`config.mk`:
```
export PLATFORM = sky130hd
export DESIGN_NAME = early_thresh_mon
export DESIGN_NICKNAME = d
export VERILOG_FILES = /design/src/rtl/ethm_pkg.sv /design/src/rtl/ethm_dir_tracker.sv /design/src/rtl/ethm_regs.sv /design/src/rtl/early_thresh_mon.sv
export SDC_FILE = /design/constraint.sdc
export NUM_CORES = 1
export LEC_CHECK = 0
export ABC_CLOCK_PERIOD_IN_PS = 12570
export BUFFER_PORTS_ARGS = -buffer_cell sky130_fd_sc_hd__buf_2
export CAP_MARGIN = 20
export CORE_UTILIZATION = 25
export CTS_CLUSTER_DIAMETER = 30
export DETAILED_ROUTE_END_ITERATION = 8
export GPL_TIMING_DRIVEN = 0
export SYNTH_ARGS = -nofsm -noshare
export SYNTH_HDL_FRONTEND = slang
export SYNTH_SLANG_ARGS = --single-unit
```
`constraint.sdc`:
```
create_clock -name clk -period 12.57 [get_ports clk]
set_input_delay 1.257 -clock clk [delete_from_list [all_inputs] [get_ports clk]]
set_output_delay 1.257 -clock clk [all_outputs]
set_load 0.1 [all_outputs]
```
`src/rtl/ethm_pkg.sv`:
```
package ethm_pkg;
  localparam int CTRL_W    = 16;
  localparam int THR_W     = 5;
  localparam int UNIT_LOG2 = 6;
  localparam int EN_BIT    = 7;
  localparam int LVL_W     = THR_W + UNIT_LOG2;
  localparam int NUM_DIR   = 2;

  localparam logic [1:0] ADDR_TXC = 2'd0;
  localparam logic [1:0] ADDR_RXC = 2'd1;
  localparam logic [1:0] ADDR_EVT = 2'd2;

  localparam int EV_STAT  = 0;
  localparam int EV_IE    = 1;
  localparam int EV_ERR0  = 2;

  // trigger level in bytes for a threshold in 64-byte units
  function automatic logic [LVL_W-1:0] trig_level(input logic [THR_W-1:0] thr);
    return {thr, {UNIT_LOG2{1'b0}}};
  endfunction

  // control word as seen on the register port
  function automatic logic [CTRL_W-1:0] pack_ctl(input logic en, input logic [THR_W-1:0] thr);
    logic [CTRL_W-1:0] w;
    w = '0;
    w[EN_BIT] = en;
    w[THR_W-1:0] = thr;
    return w;
  endfunction
endpackage

```
`src/rtl/ethm_dir_tracker.sv`:
```
module ethm_dir_tracker
  import ethm_pkg::*;
#(
  parameter int CNT_W   = 16,
  parameter int BYTES_W = 8
) (
  input  logic               clk,
  input  logic               rst_n,
  input  logic               en,
  input  logic [THR_W-1:0]   thr,
  input  logic               pkt_start,
  input  logic [BYTES_W-1:0] bytes,
  input  logic               pkt_end,
  output logic               fire_evt,
  output logic               early_go,
  output logic               cfg_bad
);
  logic [CNT_W-1:0] cnt_q, cnt_base, cnt_next, level;
  logic             active_q, fired_q, tracking, armed;

  function automatic logic [CNT_W-1:0] sat_add(input logic [CNT_W-1:0] a,
                                               input logic [BYTES_W-1:0] b);
    logic [CNT_W:0] s;
    s = (CNT_W+1)'(a) + (CNT_W+1)'(b);
    return s[CNT_W] ? '1 : s[CNT_W-1:0];
  endfunction

  assign level    = CNT_W'(trig_level(thr));
  assign tracking = pkt_start | active_q;
  assign cnt_base = pkt_start ? '0 : cnt_q;
  assign cnt_next = sat_add(cnt_base, bytes);
  assign cfg_bad  = en & (thr == '0);
  assign armed    = en & ~cfg_bad & ~(fired_q & ~pkt_start);
  assign fire_evt = tracking & armed & (cnt_next > level);

  always_ff @(posedge clk) begin
    if (!rst_n) begin
      cnt_q    <= '0;
      active_q <= 1'b0;
      fired_q  <= 1'b0;
      early_go <= 1'b0;
    end else begin
      if (tracking) cnt_q <= cnt_next;
      active_q <= tracking & ~pkt_end;
      fired_q  <= pkt_start ? fire_evt : (fired_q | fire_evt);
      early_go <= fire_evt;
    end
  end

  p_single_pulse_r4: assert property (@(posedge clk) disable iff (!rst_n)
    early_go && !pkt_start |=> !early_go);
  p_above_level_r3: assert property (@(posedge clk) disable iff (!rst_n)
    early_go |-> cnt_q > $past(level));
  p_idle_ignored_r5: assert property (@(posedge clk) disable iff (!rst_n)
    !pkt_start && !active_q |=> !early_go);
endmodule

```
`src/rtl/ethm_regs.sv`:
```
module ethm_regs
  import ethm_pkg::*;
(
  input  logic                 clk,
  input  logic                 rst_n,
  input  logic                 reg_we,
  input  logic [1:0]           reg_addr,
  input  logic [CTRL_W-1:0]    reg_wdata,
  output logic [CTRL_W-1:0]    reg_rdata,
  output logic [NUM_DIR-1:0]   dir_en,
  output logic [THR_W-1:0]     dir_thr [NUM_DIR],
  input  logic                 rx_fire,
  input  logic [NUM_DIR-1:0]   cfg_bad,
  output logic                 rx_stat,
  output logic                 rx_ie
);
  logic [NUM_DIR-1:0] cerr_q;
  logic               wr_evt, clr_stat;
  logic [CTRL_W-1:0]  evt_word;

  assign wr_evt   = reg_we && (reg_addr == ADDR_EVT);
  assign clr_stat = wr_evt && reg_wdata[EV_STAT];

  always_ff @(posedge clk) begin
    if (!rst_n) begin
      dir_en  <= '0;
      rx_stat <= 1'b0;
      rx_ie   <= 1'b0;
      cerr_q  <= '0;
      for (int d = 0; d < NUM_DIR; d++) dir_thr[d] <= '0;
    end else begin
      if (reg_we && (reg_addr == ADDR_TXC || reg_addr == ADDR_RXC)) begin
        dir_en[reg_addr[0]]  <= reg_wdata[EN_BIT];
        dir_thr[reg_addr[0]] <= reg_wdata[THR_W-1:0];
      end
      rx_stat <= rx_fire | (rx_stat & ~clr_stat);
      if (wr_evt) rx_ie <= reg_wdata[EV_IE];
      for (int d = 0; d < NUM_DIR; d++)
        cerr_q[d] <= cfg_bad[d] | (cerr_q[d] & ~(wr_evt & reg_wdata[EV_ERR0+d]));
    end
  end

  always_comb begin
    evt_word = '0;
    evt_word[EV_STAT] = rx_stat;
    evt_word[EV_IE]   = rx_ie;
    for (int d = 0; d < NUM_DIR; d++) evt_word[EV_ERR0+d] = cerr_q[d];
  end

  always_comb begin
    case (reg_addr)
      ADDR_TXC: reg_rdata = pack_ctl(dir_en[0], dir_thr[0]);
      ADDR_RXC: reg_rdata = pack_ctl(dir_en[1], dir_thr[1]);
      ADDR_EVT: reg_rdata = evt_word;
      default:  reg_rdata = '0;
    endcase
  end

  p_status_sets_r7: assert property (@(posedge clk) disable iff (!rst_n)
    rx_fire |=> rx_stat);
  p_cfg_sticky_r9: assert property (@(posedge clk) disable iff (!rst_n)
    cerr_q[0] && !(wr_evt && reg_wdata[EV_ERR0]) |=> cerr_q[0]);
endmodule

```
`src/rtl/early_thresh_mon.sv`:
```
module early_thresh_mon
  import ethm_pkg::*;
#(
  parameter int CNT_W   = 16,
  parameter int BYTES_W = 8
) (
  input  logic               clk,
  input  logic               rst_n,
  input  logic               reg_we,
  input  logic [1:0]         reg_addr,
  input  logic [15:0]        reg_wdata,
  output logic [15:0]        reg_rdata,
  input  logic               tx_pkt_start,
  input  logic [BYTES_W-1:0] tx_bytes,
  input  logic               tx_pkt_end,
  input  logic               rx_pkt_start,
  input  logic [BYTES_W-1:0] rx_bytes,
  input  logic               rx_pkt_end,
  output logic               tx_early_go,
  output logic               rx_early_stat,
  output logic               rx_irq
);
  logic [NUM_DIR-1:0] dir_en, fire_evt, early_go, cfg_bad, pkt_start, pkt_end;
  logic [THR_W-1:0]   dir_thr [NUM_DIR];
  logic [BYTES_W-1:0] dir_bytes [NUM_DIR];
  logic               rx_ie;

  assign pkt_start    = {rx_pkt_start, tx_pkt_start};
  assign pkt_end      = {rx_pkt_end, tx_pkt_end};
  assign dir_bytes[0] = tx_bytes;
  assign dir_bytes[1] = rx_bytes;

  ethm_regs u_regs (
    .clk, .rst_n, .reg_we, .reg_addr, .reg_wdata, .reg_rdata,
    .dir_en, .dir_thr, .rx_fire(fire_evt[1]), .cfg_bad,
    .rx_stat(rx_early_stat), .rx_ie
  );

  for (genvar d = 0; d < NUM_DIR; d++) begin : g_dir
    ethm_dir_tracker #(.CNT_W(CNT_W), .BYTES_W(BYTES_W)) u_trk (
      .clk, .rst_n, .en(dir_en[d]), .thr(dir_thr[d]),
      .pkt_start(pkt_start[d]), .bytes(dir_bytes[d]), .pkt_end(pkt_end[d]),
      .fire_evt(fire_evt[d]), .early_go(early_go[d]), .cfg_bad(cfg_bad[d])
    );
  end

  assign tx_early_go = early_go[0];
  assign rx_irq      = rx_early_stat & rx_ie;

  p_go_needs_enable_r6: assert property (@(posedge clk) disable iff (!rst_n)
    tx_early_go |-> $past(dir_en[0]));
  p_go_needs_thr_r9: assert property (@(posedge clk) disable iff (!rst_n)
    tx_early_go |-> $past(dir_thr[0]) != '0);
endmodule

```
Yosys cells after proc, flatten, opt, wreduce, memory -nomap -nowiden. Index checks and enable logic that the tools add are counted.

Input port bits: 41. Word-level logic and storage cells: 84. Register bits after elaboration: 53. Output and inout port bits: 19.

Magnitude comparators: 6. Multiplexer cells: 13. Reduce and logical (&&, ||, !) cells: 9. Bitwise operators: 39. Equality and inequality tests: 2. Add/subtract/negate cells: 2.

Operators with widths (number): $mux 16 (4); $add 16x8->17 (2); $gt 16x11->1 (2); $pmux 8 s3 (1); $and 1x1->1 (20); $not 1->1 (11); $bwmux 10 (1); $logic_not 5->1 (2); $or 1x1->1 (7); $demux 5 s1 (1); $logic_and 1x1->1 (5); $mux 5 (1); $mux 1 (3); $bwmux 2 (1); $eq 2x1->1 const B (1); $eq 2x2->1 const B (1); $ge 2x2->1 const B (1); $logic_not 2->1 (1); $lt 1x2->1 const B (1); $lt 2x1->1 const B (1); $not 1->2 (1); $demux 1 s1 (1); $ge 1x1->1 const B (1); $logic_or 1x1->1 (1).

Longest topological paths before layout. Gate-level depths: netlist of the first run.

Word-level depth: 9. Gate-level depth with buffers: 20. Mapped depth without buffers: 16.

By module. From an unflattened synthesis of the first run, not the netlist that was laid out.

Cell total of the unflattened synthesis: 491. Area total of the unflattened synthesis: 3925.0 um^2.

Modules (own cells, without submodules): ethm_dir_tracker (g_dir[0].u_trk) (sequential area each 380.4 um^2, instances 1, area each 1549.0 um^2, cells each 204); ethm_dir_tracker (g_dir[1].u_trk) (sequential area each 380.4 um^2, instances 1, area each 1542.7 um^2, cells each 198); ethm_regs (sequential area each 320.3 um^2, instances 1, area each 827.0 um^2, cells each 88); early_thresh_mon (sequential area each 0.0 um^2, instances 1, area each 6.3 um^2, cells each 1).

Worst setup path after synthesis of the first run. OpenSTA, ideal clock, no wires.

Kind: input -> register. From: input tx_pkt_start. To: register g_dir[0].u_trk.fired_q. Slack: 7.291 ns. Required time: 12.434 ns. Arrival time: 5.143 ns. Cell stages on the path: 20. Buffers on the path: 4. Setup time: 0.136 ns. Cell sequence: clkbuf_1 > clkbuf_1 > nor2b_1 > ha_1 > fa_1 > a211o_1 > a211o_1 > and3_1 > buf_2 > and3_1 > buf_2 > or2_1 > ha_1 > nor2b_1 > o21a_1 > o21a_1 > o21ai_0 > a32o_1 > and4_4 > o32ai_2.

Elaborated cells on any way between the ends: 13. Classes of those cells: add/sub: 1; order compare: 1; mux: 3; bitwise: 8.

RTL lines: from (decl) (RTL line early_thresh_mon.sv:13) `input logic tx_pkt_start,`; $mux 16 (*) (RTL line ethm_dir_tracker.sv:30) `assign cnt_base = pkt_start ? '0 : cnt_q;`; $add 16x8->17 (*) (RTL line ethm_dir_tracker.sv:24) `s = (CNT_W+1)'(a) + (CNT_W+1)'(b);`; $mux 16 (*) (RTL line ethm_dir_tracker.sv:25) `return s[CNT_W] ? '1 : s[CNT_W-1:0];`; named net g_dir[0].u_trk.cnt_next[7] (RTL line ethm_dir_tracker.sv:18) `logic [CNT_W-1:0] cnt_q, cnt_base, cnt_next, level;`; $gt 16x11->1 (*) (RTL line ethm_dir_tracker.sv:34) `assign fire_evt = tracking & armed & (cnt_next > level);`; $and 1x1->1 (*) (RTL line ethm_dir_tracker.sv:34); $or 1x1->1 (RTL line ethm_dir_tracker.sv:45) `fired_q <= pkt_start ? fire_evt : (fired_q | fire_evt);`; $mux 1 (*) (RTL line ethm_dir_tracker.sv:45); to (signal assigned) (RTL line ethm_dir_tracker.sv:45); to (decl) (RTL line ethm_dir_tracker.sv:19) `logic active_q, fired_q, tracking, armed;`.

Mark *: on every way through the listed nets, which the timed path passes. The rest lies on a longest branch. A chain may end at the register's enable or synchronous reset.

Final worst setup path of the first run. Ends and elaborated chain as after synthesis.

==> qor.yml, run 1 <==
status:
  outcome: "complete, no violations"
place:
  dpl.hpwl_mm: 7.69
  port-buffer-count: 36
  gp_congestion: 0.827
clock_network:
  numCtsBuffers: 5
  h-tree-depth: 2
  ctsResizeCount: 0
  clock-root-buffer: "clkbuf_16"
  cts.sink_count: 53
  clk_pin_slew_ns: 0.08
  clk_path_buf_depth: 2
  hold_buffers: 0
  tritoncts: "done"
  clk_latency_ns: 0.30
  cts_setup_buffers: 0
floorplan:
  initial_core_util_pct: 25.5
  dieArea_mm2: 0.0160
  core_area_mm2: 0.0151
  ios: 60
  die-width_um: 126
  dieHeight_um: 126
  rows: 45
detailed_routing:
  routed_wl_mm: 9.96
  via_count: 3575
  avgViaCountPerCell: 4.86
  first_pass_iters: 5
  route.detailed.drc: 0
  wl_per_cell_um: 13.5
  drt-initial-drc-count: 169
  antenna_left: 0
sta:
  fmax_ghz: 0.173
  skew_ns: 0.00775
  setup_viol: 0
  finalSetupTns_ns: 0
  tightest_slew_ns: 0.698
  drv_slew: 0
  min_period_ns: 5.80
  fin_crit_sh_pct: 46.1
  rsz0062_at_grt: "no"
  timing.final.hold_violations: 0
  relSlewSlack_pct: 53.3
synth:
  synth_top_area_share_pct: 27.4
  synth_edf_count: 0
  ys.flop_type: "dfxtp_1"
  yosys.area.top_type: "dfxtp_1"
  synthTopCellsByArea: "dfxtp_1 27%, ha_1 8.4%, nor2_1 5.2%, a21oi_1 4.4%, mux2i_1 4.1%"
  syn_area_mm2: 0.00387
  ys_ff_latch: 53
  async_reset_ff_share_pct: 0
  yosys.cell_types.count: 68
  ys_seq_area_share_pct: 27.4
  synth.avg_cell_area_um2: 7.83
  netlist_instances: 494
  yosysWarnings: 0
setup_path:
  crit_required_ns: 12.74
  critical_path.startpoint_type: "input port"
  timing.setup.critical_path_class: "input port to register"
  critPathSlowestCell: "clkbuf_1"
  crit_fanout: 10
  critPathCaptureType: "register"
  path_cells: "buf_2, clkbuf_1, clkbuf_1, nor2b_1, ha_1, fa_1, a211o_1, a211o_1, and3_1, buf_2, and3_1, buf_2, or2_1, ha_1, nor2b_1, o21a_1, o21a_1, o21ai_0, a32o_1, and4_4, o32ai_2"
  crit_arrival_ns: 5.97
  crit_top_cell: "buf_2"
  cpPeakStageDelay_ns: 0.47
power_and_ir_drop:
  report.power.total_uw: 469
  seqPwrFrac_pct: 38.5
  switching_share_pct: 32.3
  internal-power_uw: 317
  p_leak_uw: 0.00189
  vdd_ir_drop_max_mv: 0.0562
  power_density_mw_per_mm2: 104
  switchingPower_uw: 152
  pwr-share-clk_pct: 35.6
  combPwrFrac_pct: 25.9
finish:
  layout_common_cells: "54 x nor2_1, 53 x dfxtp_1, 40 x buf_2, 38 x nand2_1, 34 x a21oi_1"
  final_common_cell: "nor2_1"
  n_antenna_cell: 0
  drive_gt1_share_pct: 14.6
  final_net_count: 615
  areaGrowthSynthToFinish_pct: 16.1
  fillCellCount: 1626
grt:
  antenna_found_initial: 0
  grt_pass1_vias: 3446
  grt_usage_pct: 13.1
  grt_max_degree: 19
  grt_pass1_wl_mm: 17.1
  overflow: 0
min_path:
  hold_class: "register to register"
flow_run:
  cap_violations: 0
-- critical path, delay by kind of cell --
family	cells	cell delay (ns)
AO/OA/AOI/OAI	7	1.40
AND/OR/NAND/NOR	6	1.04
buffers and inverters	5	1.29
adder cells (fa/ha/maj)	3	0.96
-- cell type report --
class	instances	area [µm²]	share of cell area, %
sequential	53	1060	23.6
tap	188	235	5.24
clock buffer	5	125	2.79
timing repair buffer	36	180	4.01
inverter	19	71.3	1.59
multi-input combinational	397	2600	57.9
buffer	34	170	3.79
clock inverter	3	47.5	1.06
-- kinds of logic after synthesis --
group	Yosys count	share of synthesized area, %
and+or+nand+nor	201	26.5
buffers and inverters	53	6.24
AOI/OAI and AO/OA	124	21.9
DFF	53	27.4
muxes	18	4.82
other	1	0.0970
xor gates and xnor gates	16	3.62
adders and majority gates	28	9.45
-- synthesized netlist by cell type (11+ instances only) --
cell       n
nand3_1   18
xnor2_1   11
inv_1     19
a31oi_1   12
dfxtp_1   53
ha_1      26
o21ai_0   25
clkbuf_1  20
nor3_1    19
nor2_1    54
nand2_1   38
mux2i_1   16
a21oi_1   34
nor2b_1   25
-- flip-flops by register name, summed over array words and instances (netlist names) --
signal / cells
g_dir.u_trk.cnt_q: 32
u_regs.dir_thr: 10
g_dir.u_trk.active_q: 2
g_dir.u_trk.fired_q: 2
u_regs.cerr_q: 2
u_regs.dir_en: 2
g_dir.u_trk.early_go: 1
u_regs.rx_ie: 1
u_regs.rx_stat: 1
-- metrics by stage --
step                      utilization (%)  cells  worst slack, ns  area [µm²]  hold slack [ns]
after floorplan                         -    503             7.29        3900            0.445
after CTS                            29.6    735             6.75        4490            0.478
after global routing                 29.6    735             6.45        4490            0.505
after detailed placement             28.5    727             6.44        4320            0.466
after global placement               28.5    727             6.46        4320            0.463
final                                29.6    735             6.77        4490            0.478
-- per-layer routing --
metal | wire [µm] | track usage (%) | up-vias
met5 | 0 | 0 | -
met4 | 151 | 3.61 | 0
met3 | 385 | 2.40 | 14
met2 | 4600 | 21.6 | 70
met1 | 4820 | 17.3 | 1629
li1 | - | - | 1862
-- path summary, 6_finish.rpt --
path / depth (start not counted) / from / endpoint / slack (ns)
worst max register to register: 18 / g_dir[0].u_trk.cnt_q[0] / g_dir[0].u_trk.fired_q / 8.39
worst min register to register: 2 / u_regs.rx_ie / u_regs.rx_ie / 0.48
worst min-delay path: 2 / u_regs.rx_ie / u_regs.rx_ie / 0.48
worst max-delay path: 21 / tx_pkt_start / g_dir[0].u_trk.fired_q / 6.77
-- power groups by stage --
stage | Clock, µW | Sequential [µW] | Combinational [µW]
after floorplan | 0 | 183 | 94.3
after global routing | 175 | 182 | 135
after detailed placement | 0 | 185 | 121
after global placement | 0 | 185 | 121
after CTS | 169 | 181 | 122
final | 167 | 181 | 121
(Power assumes the default switching activity.)
==> run 2: changes to the inputs <==
--- a/config.mk
+++ b/config.mk
@@ -5,7 +5,7 @@
 export SDC_FILE = /design/constraint.sdc
 export NUM_CORES = 1
 export LEC_CHECK = 0
-export ABC_CLOCK_PERIOD_IN_PS = 12570
+export ABC_CLOCK_PERIOD_IN_PS = 4900
 export BUFFER_PORTS_ARGS = -buffer_cell sky130_fd_sc_hd__buf_2
 export CAP_MARGIN = 20
 export CORE_UTILIZATION = 25
==> constraint.sdc (replaced) <==
create_clock -name clk -period 4.9 [get_ports clk]
set_input_delay 0.49 -clock clk [delete_from_list [all_inputs] [get_ports clk]]
set_output_delay 0.49 -clock clk [all_outputs]
set_load 0.1 [all_outputs]
==> qor.yml, run 2 (synthesis results as in run 1) <==
clock_network:
  h-tree-depth: 2
  clk_path_buf_depth: 2
  ctsResizeCount: 1
  clk_pin_slew_ns: 0.08
  cts.sink_count: 53
  hold_buffers: 0
  cts_setup_buffers: 0
  clk_latency_ns: 0.30
  clock-root-buffer: "clkbuf_16"
  numCtsBuffers: 5
  tritoncts: "done"
setup_path:
  crit_required_ns: 5.07
  cpPeakStageDelay_ns: 0.43
  path_cells: "buf_2, clkbuf_2, nor2b_1, ha_1, fa_1, a211o_1, a211o_1, and3_1, buf_2, and3_1, buf_2, or2_1, ha_1, nor2b_1, o21a_1, o21a_1, o21ai_0, a32o_1, and4_4, o32ai_2"
  critical_path.startpoint_type: "input port"
  crit_arrival_ns: 4.76
  crit_top_cell: "buf_2"
  critPathCaptureType: "register"
  critPathSlowestCell: "fa_1"
  timing.setup.critical_path_class: "input port to register"
  crit_fanout: 16
power_and_ir_drop:
  power_density_mw_per_mm2: 268
  p_leak_uw: 0.00189
  vdd_ir_drop_max_mv: 0.144
finish:
  n_antenna_cell: 0
  finalInstanceArea_mm2: 0.00448
  areaGrowthSynthToFinish_pct: 15.9
  multiInputGateArea_mm2: 0.00260
  layout_common_cells: "54 x nor2_1, 53 x dfxtp_1, 40 x buf_2, 38 x nand2_1, 34 x a21oi_1"
  largest_register: "g_dir.u_trk.cnt_q"
  final_net_count: 613
  largest_registers: "g_dir.u_trk.cnt_q (32), u_regs.dir_thr (10)"
  final_common_cell: "nor2_1"
  final_cells: 733
  drive_gt1_share_pct: 15.0
  largest_reg_flops: 32
  regArea_mm2: 0.00106
  fillCellCount: 1624
floorplan:
  ios: 60
  dieArea_mm2: 0.0160
  core_area_mm2: 0.0151
  rows: 45
  dieHeight_um: 126
  die-width_um: 126
  initial_core_util_pct: 25.5
grt:
  grt_usage_pct: 13.1
  antenna_found_initial: 0
  grt_pass1_wl_mm: 17.1
  grt_pass1_vias: 3446
  overflow: 0
  grt_max_degree: 19
flow_run:
  cap_violations: 0
detailed_routing:
  avgViaCountPerCell: 4.87
  routed_wl_mm: 9.96
  drt-initial-drc-count: 191
  first_pass_iters: 4
  antenna_left: 0
  wl_per_cell_um: 13.6
  route.detailed.drc: 0
  via_count: 3571
sta:
  rsz0062_at_grt: "no"
  setup_viol: 0
  relSlewSlack_pct: 51.8
  timing.final.hold_violations: 0
  drv_slew: 0
  skew_ns: 0.00817
  fmax_ghz: 0.218
  worst_slack_ns: 0.312
  tightest_slew_ns: 0.720
  holdWs_ns: 0.358
  min_period_ns: 4.59
  fin_crit_sh_pct: 93.6
status:
  outcome: "complete, no violations"
place:
  port-buffer-count: 36
  dpl_worst_slack_ns: -0.467
  postPlaceCellArea_mm2: 0.00432
  dpl.hpwl_mm: 7.69
  dp_cells: 727
  gp_congestion: 0.827
min_path:
  hold_class: "input port to register"
## run 2: cell types whose count changed in the layout (fill, tap and decap cells not counted)
cell / previous run / this run
clkbuf_2: 0 / 2
clkbuf_1: 20 / 16
## run 2: worst paths after layout
check / end / slack (ns) / depth (start not counted) / from
worst min register to register: u_regs.rx_ie / 0.48 / 2 / u_regs.rx_ie
worst max-delay path: g_dir[0].u_trk.fired_q / 0.31 / 20 / tx_pkt_start
worst min-delay path: g_dir[0].u_trk.active_q / 0.36 / 2 / tx_pkt_end
worst max register to register: g_dir[0].u_trk.fired_q / 0.72 / 18 / g_dir[0].u_trk.cnt_q[0]
## run 2: cell type report
cell class	count	area share, %
multi-input cells	397	58.0
flip-flops and latches	53	23.7
well taps	188	5.25
repair buffers	36	4.02
plain buffers	32	3.68
clock buffers	5	2.79
inverters	19	1.59
clock inverters	3	1.06
## run 2: routing by layer
metal | GRT usage, % | share of wire [%] | vias up
met3 | 2.40 | 3.5 | 13
met2 | 21.6 | 47 | 63
li1 | - | - | 1859
met5 | 0 | 0 | -
met1 | 17.3 | 48 | 1636
met4 | 3.61 | 1.5 | 0
## run 2: power by group
part / switching, µW / internal [µW] / total, µW
combinational: 194 / 117 / 311
sequential: 12.3 / 451 / 464
clock: 181 / 245 / 427
total: 388 / 813 / 1200
## run 2: metrics by stage
stage               power, µW  util [%]  setup TNS, ns
finish                   1200      29.6              0
global route             1260      29.6              0
CTS                      1210      29.6              0
detailed placement        783      28.5          -1.28
global placement          783      28.5          -1.27
floorplan                 712         -              0
## run 2: critical path, delay by kind of cell
| kind | cells | cell delay, ns |
|---|---|---|
| buffers and inverters | 4 | 0.86 |
| AO/OA/AOI/OAI | 7 | 1.41 |
| adder cells (fa/ha/maj) | 3 | 0.95 |
| AND/OR/NAND/NOR | 6 | 1.03 |
